--- config.mk ---
export PLATFORM = sky130hd
export DESIGN_NAME = lpc_write_target
export DESIGN_NICKNAME = d
export VERILOG_FILES = /design/src/rtl/lpcw_pkg.sv /design/src/rtl/lpcw_ctrl.sv /design/src/rtl/lpcw_dpath.sv /design/src/rtl/lpc_write_target.sv
export SDC_FILE = /design/constraint.sdc
export NUM_CORES = 1
export LEC_CHECK = 0
export ABC_AREA = 1
export BUFFER_PORTS_ARGS = -buffer_cell sky130_fd_sc_hd__buf_2
export CORE_ASPECT_RATIO = 1.75
export CORE_MARGIN = 3
export CORE_UTILIZATION = 48
export CTS_CLUSTER_SIZE = 30
export DETAILED_ROUTE_END_ITERATION = 16
export PLACE_DENSITY = 0.79
export SYNTH_ARGS = -nofsm -noshare
export SYNTH_HDL_FRONTEND = slang
export SYNTH_HIERARCHICAL = 1
export SYNTH_SLANG_ARGS = --single-unit
--- constraint.sdc ---
create_clock -name clk -period 2.35 [get_ports clk]
set_input_delay 0.705 -clock clk [delete_from_list [all_inputs] [get_ports clk]]
set_output_delay 0.705 -clock clk [all_outputs]
set_load 0.1 [all_outputs]
--- src/rtl/lpcw_pkg.sv ---
package lpcw_pkg;

  // Phase of the bus cycle the target believes the current clock belongs to.
  typedef enum logic [2:0] {
    ST_IDLE,
    ST_TYPE,
    ST_ADDR,
    ST_DATA,
    ST_HTAR,
    ST_TTAR0,
    ST_SYNC,
    ST_TTAR1
  } busPhase_t;

  // Strobes from control to datapath.
  typedef struct packed {
    logic clear;
    logic shiftAddr;
    logic loadData;
  } dpCtl_t;

  localparam logic [3:0] NIB_START = 4'b0000;
  localparam logic [3:0] NIB_TURN  = 4'b1111;
  localparam logic [3:0] NIB_SYNC  = 4'b0000;

  // Single-byte write type: bits 3:2 = 01, bit 1 = 1, bit 0 ignored.
  function automatic logic isWriteType(input logic [3:0] nib);
    return (nib[3:2] == 2'b01) && nib[1];
  endfunction

endpackage

--- src/rtl/lpcw_ctrl.sv ---
module lpcw_ctrl
  import lpcw_pkg::*;
#(
  parameter int ADDR_NIBBLES = 8,
  parameter int DATA_NIBBLES = 2,
  parameter int CW           = 3
) (
  input  logic          clk,
  input  logic          rstN,
  input  logic          frameN,
  input  logic [3:0]    ladIn,
  input  logic          addrOk,
  output dpCtl_t        dpCtl,
  output logic [CW-1:0] nibIdx,
  output logic [3:0]    ladOut,
  output logic          ladOe,
  output logic          wrStrobe
);

  localparam logic [CW-1:0] ADDR_LAST = CW'(ADDR_NIBBLES - 1);
  localparam logic [CW-1:0] DATA_LAST = CW'(DATA_NIBBLES - 1);

  busPhase_t phase, phaseNxt;
  logic [CW-1:0] cnt, cntNxt;

  always_ff @(posedge clk or negedge rstN) begin
    if (!rstN) begin
      phase <= ST_IDLE;
      cnt   <= '0;
    end else begin
      phase <= phaseNxt;
      cnt   <= cntNxt;
    end
  end

  always_comb begin
    phaseNxt = phase;
    cntNxt   = cnt;
    dpCtl    = '0;
    if (!frameN) begin
      // A low frame strobe always wins: start or restart from the start field.
      cntNxt = '0;
      if (ladIn == NIB_START) begin
        phaseNxt    = ST_TYPE;
        dpCtl.clear = 1'b1;
      end else begin
        phaseNxt = ST_IDLE;
      end
    end else begin
      unique case (phase)
        ST_IDLE: phaseNxt = ST_IDLE;
        ST_TYPE: begin
          cntNxt   = '0;
          phaseNxt = isWriteType(ladIn) ? ST_ADDR : ST_IDLE;
        end
        ST_ADDR: begin
          dpCtl.shiftAddr = 1'b1;
          if (cnt == ADDR_LAST) begin
            cntNxt   = '0;
            phaseNxt = addrOk ? ST_DATA : ST_IDLE;
          end else begin
            cntNxt = cnt + 1'b1;
          end
        end
        ST_DATA: begin
          dpCtl.loadData = 1'b1;
          if (cnt == DATA_LAST) begin
            cntNxt   = '0;
            phaseNxt = ST_HTAR;
          end else begin
            cntNxt = cnt + 1'b1;
          end
        end
        ST_HTAR:  phaseNxt = ST_TTAR0;
        ST_TTAR0: phaseNxt = ST_SYNC;
        ST_SYNC:  phaseNxt = ST_TTAR1;
        ST_TTAR1: phaseNxt = ST_IDLE;
        default:  phaseNxt = ST_IDLE;
      endcase
    end
  end

  assign nibIdx   = cnt;
  assign ladOe    = (phase == ST_TTAR0) || (phase == ST_SYNC) || (phase == ST_TTAR1);
  assign ladOut   = (phase == ST_SYNC) ? NIB_SYNC : NIB_TURN;
  assign wrStrobe = (phase == ST_SYNC);

endmodule

--- src/rtl/lpcw_dpath.sv ---
module lpcw_dpath
  import lpcw_pkg::*;
#(
  parameter int ADDR_NIBBLES = 8,
  parameter int DATA_NIBBLES = 2,
  parameter int CW           = 3,
  parameter int FILT_HI      = 31,
  parameter int FILT_LO      = 23,
  parameter int SEL_BIT      = 22
) (
  input  logic                      clk,
  input  logic                      rstN,
  input  logic [3:0]                ladIn,
  input  dpCtl_t                    dpCtl,
  input  logic [CW-1:0]             nibIdx,
  output logic                      addrOk,
  output logic [4*ADDR_NIBBLES-1:0] wrAddr,
  output logic [4*DATA_NIBBLES-1:0] wrData,
  output logic                      wrIsMem
);

  localparam int ADDR_W = 4 * ADDR_NIBBLES;

  logic [ADDR_W-1:0] addrSh;
  logic [ADDR_W-1:0] addrNext;

  // Most significant nibble arrives first, so shift left.
  assign addrNext = {addrSh[ADDR_W-5:0], ladIn};
  assign addrOk   = &addrNext[FILT_HI:FILT_LO];

  always_ff @(posedge clk or negedge rstN) begin
    if (!rstN) begin
      addrSh <= '0;
    end else if (dpCtl.clear) begin
      addrSh <= '0;
    end else if (dpCtl.shiftAddr) begin
      addrSh <= addrNext;
    end
  end

  // Least significant nibble arrives first; slot g takes nibble number g.
  for (genvar g = 0; g < DATA_NIBBLES; g++) begin : g_dataNib
    logic [3:0] nibReg;
    always_ff @(posedge clk or negedge rstN) begin
      if (!rstN) begin
        nibReg <= '0;
      end else if (dpCtl.clear) begin
        nibReg <= '0;
      end else if (dpCtl.loadData && (nibIdx == CW'(g))) begin
        nibReg <= ladIn;
      end
    end
    assign wrData[4*g +: 4] = nibReg;
  end

  assign wrAddr  = addrSh;
  assign wrIsMem = addrSh[SEL_BIT];

endmodule

--- src/rtl/lpc_write_target.sv ---
module lpc_write_target
  import lpcw_pkg::*;
#(
  parameter int ADDR_NIBBLES = 8,
  parameter int DATA_NIBBLES = 2,
  parameter int FILT_HI      = 31,
  parameter int FILT_LO      = 23,
  parameter int SEL_BIT      = 22
) (
  input  logic                      clk,
  input  logic                      rstN,
  input  logic                      frameN,
  input  logic [3:0]                ladIn,
  output logic [3:0]                ladOut,
  output logic                      ladOe,
  output logic                      wrStrobe,
  output logic [4*ADDR_NIBBLES-1:0] wrAddr,
  output logic [4*DATA_NIBBLES-1:0] wrData,
  output logic                      wrIsMem
);

  localparam int MAXN = (ADDR_NIBBLES > DATA_NIBBLES) ? ADDR_NIBBLES : DATA_NIBBLES;
  localparam int CW   = (MAXN > 2) ? $clog2(MAXN) : 1;

  dpCtl_t        dpCtl;
  logic [CW-1:0] nibIdx;
  logic          addrOk;

  lpcw_ctrl #(
    .ADDR_NIBBLES(ADDR_NIBBLES),
    .DATA_NIBBLES(DATA_NIBBLES),
    .CW          (CW)
  ) i_ctrl (
    .clk     (clk),
    .rstN    (rstN),
    .frameN  (frameN),
    .ladIn   (ladIn),
    .addrOk  (addrOk),
    .dpCtl   (dpCtl),
    .nibIdx  (nibIdx),
    .ladOut  (ladOut),
    .ladOe   (ladOe),
    .wrStrobe(wrStrobe)
  );

  lpcw_dpath #(
    .ADDR_NIBBLES(ADDR_NIBBLES),
    .DATA_NIBBLES(DATA_NIBBLES),
    .CW          (CW),
    .FILT_HI     (FILT_HI),
    .FILT_LO     (FILT_LO),
    .SEL_BIT     (SEL_BIT)
  ) i_dpath (
    .clk    (clk),
    .rstN   (rstN),
    .ladIn  (ladIn),
    .dpCtl  (dpCtl),
    .nibIdx (nibIdx),
    .addrOk (addrOk),
    .wrAddr (wrAddr),
    .wrData (wrData),
    .wrIsMem(wrIsMem)
  );

endmodule

==> key figures <==
Run status
  • Status: finished, final reports clean

Hold path
  • Min-delay worst type: flip-flop to flip-flop

Clock network
  • Clk_lat worst skew: 290 ps
  • Post-CTS setup buffers: 0
  • CTS Buf Count: 5
  • CTS max path bufs: 2
  • Clock H-tree levels: 2
  • Clock transition at path regs: 80 ps
  • PostCTS Resize Cnt: 0
  • TritonCTS clock tree: yes
  • Root Buffer Master: clkbuf_8
  • CTS Sinks: 46
  • CTS Hold Bufs: 0

Timing
  • Setup Viol. Count Final: 0
  • Rel. slew slack: 62.3%
  • Worst Skew: 4.64 ps
  • Slew at the pin closest to its max-slew limit: 565 ps
  • Tmin final: 2230 ps
  • Final Max Tran Viols: 0
  • Period utilization: 94.9%
  • RSZ-0062 raised after global routing: no
  • Worst hold margin: 481 ps
  • Setup ws final: 120 ps
  • Max Freq: 448 MHz
  • Fin. Hold Viols: 0

GRT
  • First-pass GRT wire length: 8290 um
  • Vias in the first global route: 1,856
  • All-Layer GR Usage: 19.4%
  • GRT Residual Overflow: 0
  • Largest net degree at the start of global routing: 47
  • Initial antenna violation count: 0

Worst setup path
  • CP endpoint kind: output port
  • Slowest cell on crit path: dfrtp_1
  • WS Path Type: flip-flop to output port
  • Worst Path Required: 1640 ps
  • Worst-path fanout max: 6
  • Worst path max stage delay: 430 ps
  • Crit path max-delay family: buffers and inverters
  • Buf/Inv on CP: 3
  • Startpoint Class: flip-flop
  • WP data arrival: 1530 ps
  • Crit-path cells: inv_2 > nand3_2 > clkinvlp_4 > buf_2

Die
  • CORE AREA: 4270 sq um
  • # rows: 31
  • Full die area: 5420 sq um
  • Die Wd: 56.9 um
  • Die height: 95.1 um
  • Initial Util: 51.1%
  • IO Pins: 54

Drt
  • Post-DR vias/cell: 5.32
  • Final ANT Viol Nets: 0
  • DRT Wirelength: 4890 um
  • Drt pass-1 iters: 4
  • Via count: 1,895
  • Wire per inst: 13.7 um
  • DRC viols: 0
  • 1st-iter DRT viols: 84

Power
  • Pleak: 1.44 nW
  • Pwr Density: 808 nW/um^2
  • Net Sw Frac: 42.6%
  • Flop pwr share: 44.1%
  • Tot Pwr: 2.04 mW
  • Switch Pwr: 871 uW
  • Comb pwr share: 32.1%
  • Clock power frac: 23.9%
  • Peak supply drop: 0.588 mV
  • Internal Power: 1.17 mW

Yosys
  • Adder-cell share of the synthesized area: 2.30%
  • Mean Syn Cell Area: 8.55 sq um
  • Mux contribution to synthesized area: 0%
  • Post-Syn Area: 2180 sq um
  • Gate Count Post-Synth: 255
  • Synth warn: 6
  • Sequential cell area fraction in the yosys report: 52.8%
  • Seq cells post-synth: 46
  • Largest family of logic cells by synthesized area: simple AND/OR/NAND/NOR gates
  • Synth Area in XOR/XNOR: 0%
  • Distinct cell type count after synthesis: 23
  • Compound-Gate Fraction of Synth Area: 6.31%
  • Post-synth top area share: 52.8%
  • Syn_nets: 266
  • Area leader, netlist: dfrtp_1
  • Simple-gate share of the synthesized area: 29.7%
  • Top cells by area, synth: dfrtp_1 53%, nand2_1 12%, nand3_1 9.9%, inv_1 3.3%, buf_6 2.6%

Finish
  • Area grow syn2layout: 16.1%
  • Non-Filler Instances: 356
  • Layout cell share with drive strength beyond 1: 27.4%
  • Final nets: 317
  • Diode count: 0
  • Most frequent cells in the layout: 70 x nand2_1, 53 x buf_2, 46 x dfrtp_1
  • Most common cell after layout, fill and taps aside: nand2_1
  • Filler cells: 421

Place
  • HPWL Detailed: 3640 um
  • Cell Count Post-Placement: 348
  • Final Wtd Congestion: 0.828
  • Dpl ws: 291 ps
  • Port Buffers: 53

Job
  • Max-cap violations: 0
[final cells by class]
type                    instances  area [sq um]  area share [%]
clock buffers                   7          86.3            3.41
clock inverters                 1          5.00           0.198
inverters                      24          93.8            3.71
multi-input cells             173           845            33.4
flip-flops and latches         46          1150            45.5
well taps                      49          61.3            2.42
repair buffers                 56           288            11.4
[cell usage after synthesis, drive strengths merged]
cell type and instances:
inv 24, or2 1, a21oi 2, o21a 1, ha 4, dfrtp 46
nand2 77, o21ai 17, nand3 43, nand4 2, nor3 2, o22ai 5
nor2 19, buf 12
[through the flow]
stage / util [%] / TNS [ps] / cell area [sq um]
after floorplan: - / -42.2 / 2190
after global placement: 57.2 / 0 / 2440
after detailed placement: 57.2 / 0 / 2440
after CTS: 59.3 / 0 / 2530
after global routing: 59.3 / 0 / 2530
final: 59.3 / 0 / 2530
[sequential cells by signal, indices dropped and copies added, names as in the netlist]
register and cells:
i_dpath/g_dataNib.nibReg 8, i_ctrl/phase 3, i_ctrl/nibIdx 3, i_dpath/wrAddr 32
[layer usage]
layer / routed length, um / track usage, %
met1: 1870 / 22.1
met2: 2640 / 35.5
met3: 272 / 2.71
met4: 109 / 8.51
met5: 0 / 0
[final timing paths]
path                                     from                        endpoint  slack [ps]  cells past startpoint
setup / recovery              i_ctrl/phase[0]                        wrStrobe         120                      4
max in group asynchronous                rstN              i_dpath/wrAddr[29]        1480                      2
hold / removal             i_dpath/wrAddr[30]              i_dpath/wrAddr[30]         480                      2
min in group asynchronous                rstN              i_dpath/wrAddr[18]         490                      2
hold reg to reg            i_dpath/wrAddr[30]              i_dpath/wrAddr[30]         480                      2
setup reg to reg              i_ctrl/phase[1]  i_dpath/g_dataNib[1].nibReg[2]         700                      9
[kinds of logic (layout without fill, tap and decap cells)]
family          count (synthesis)  in the layout
compound gates                 25             25
fa+ha+maj                       4              4
flops                          46             46
simple gates                  144            144
buf+inv                        36             88
[power by group through the flow]
stage | registers (mW) | logic, mW | clock network (mW)
final | 0.900 | 0.655 | 0.488
after global routing | 0.908 | 0.683 | 0.538
after floorplan | 1.37 | 0.0825 | 0
after CTS | 0.900 | 0.661 | 0.506
after detailed placement | 0.916 | 0.659 | 0
after global placement | 0.916 | 0.651 | 0
[worst reg2reg max path: cells and delay by family, from the launching register on]
family                 cells  cell delay (ps)
buffers and inverters      2              130
AND/OR/NAND/NOR            7              940
flip-flops                 1              470
(Power assumes the default switching activity.)
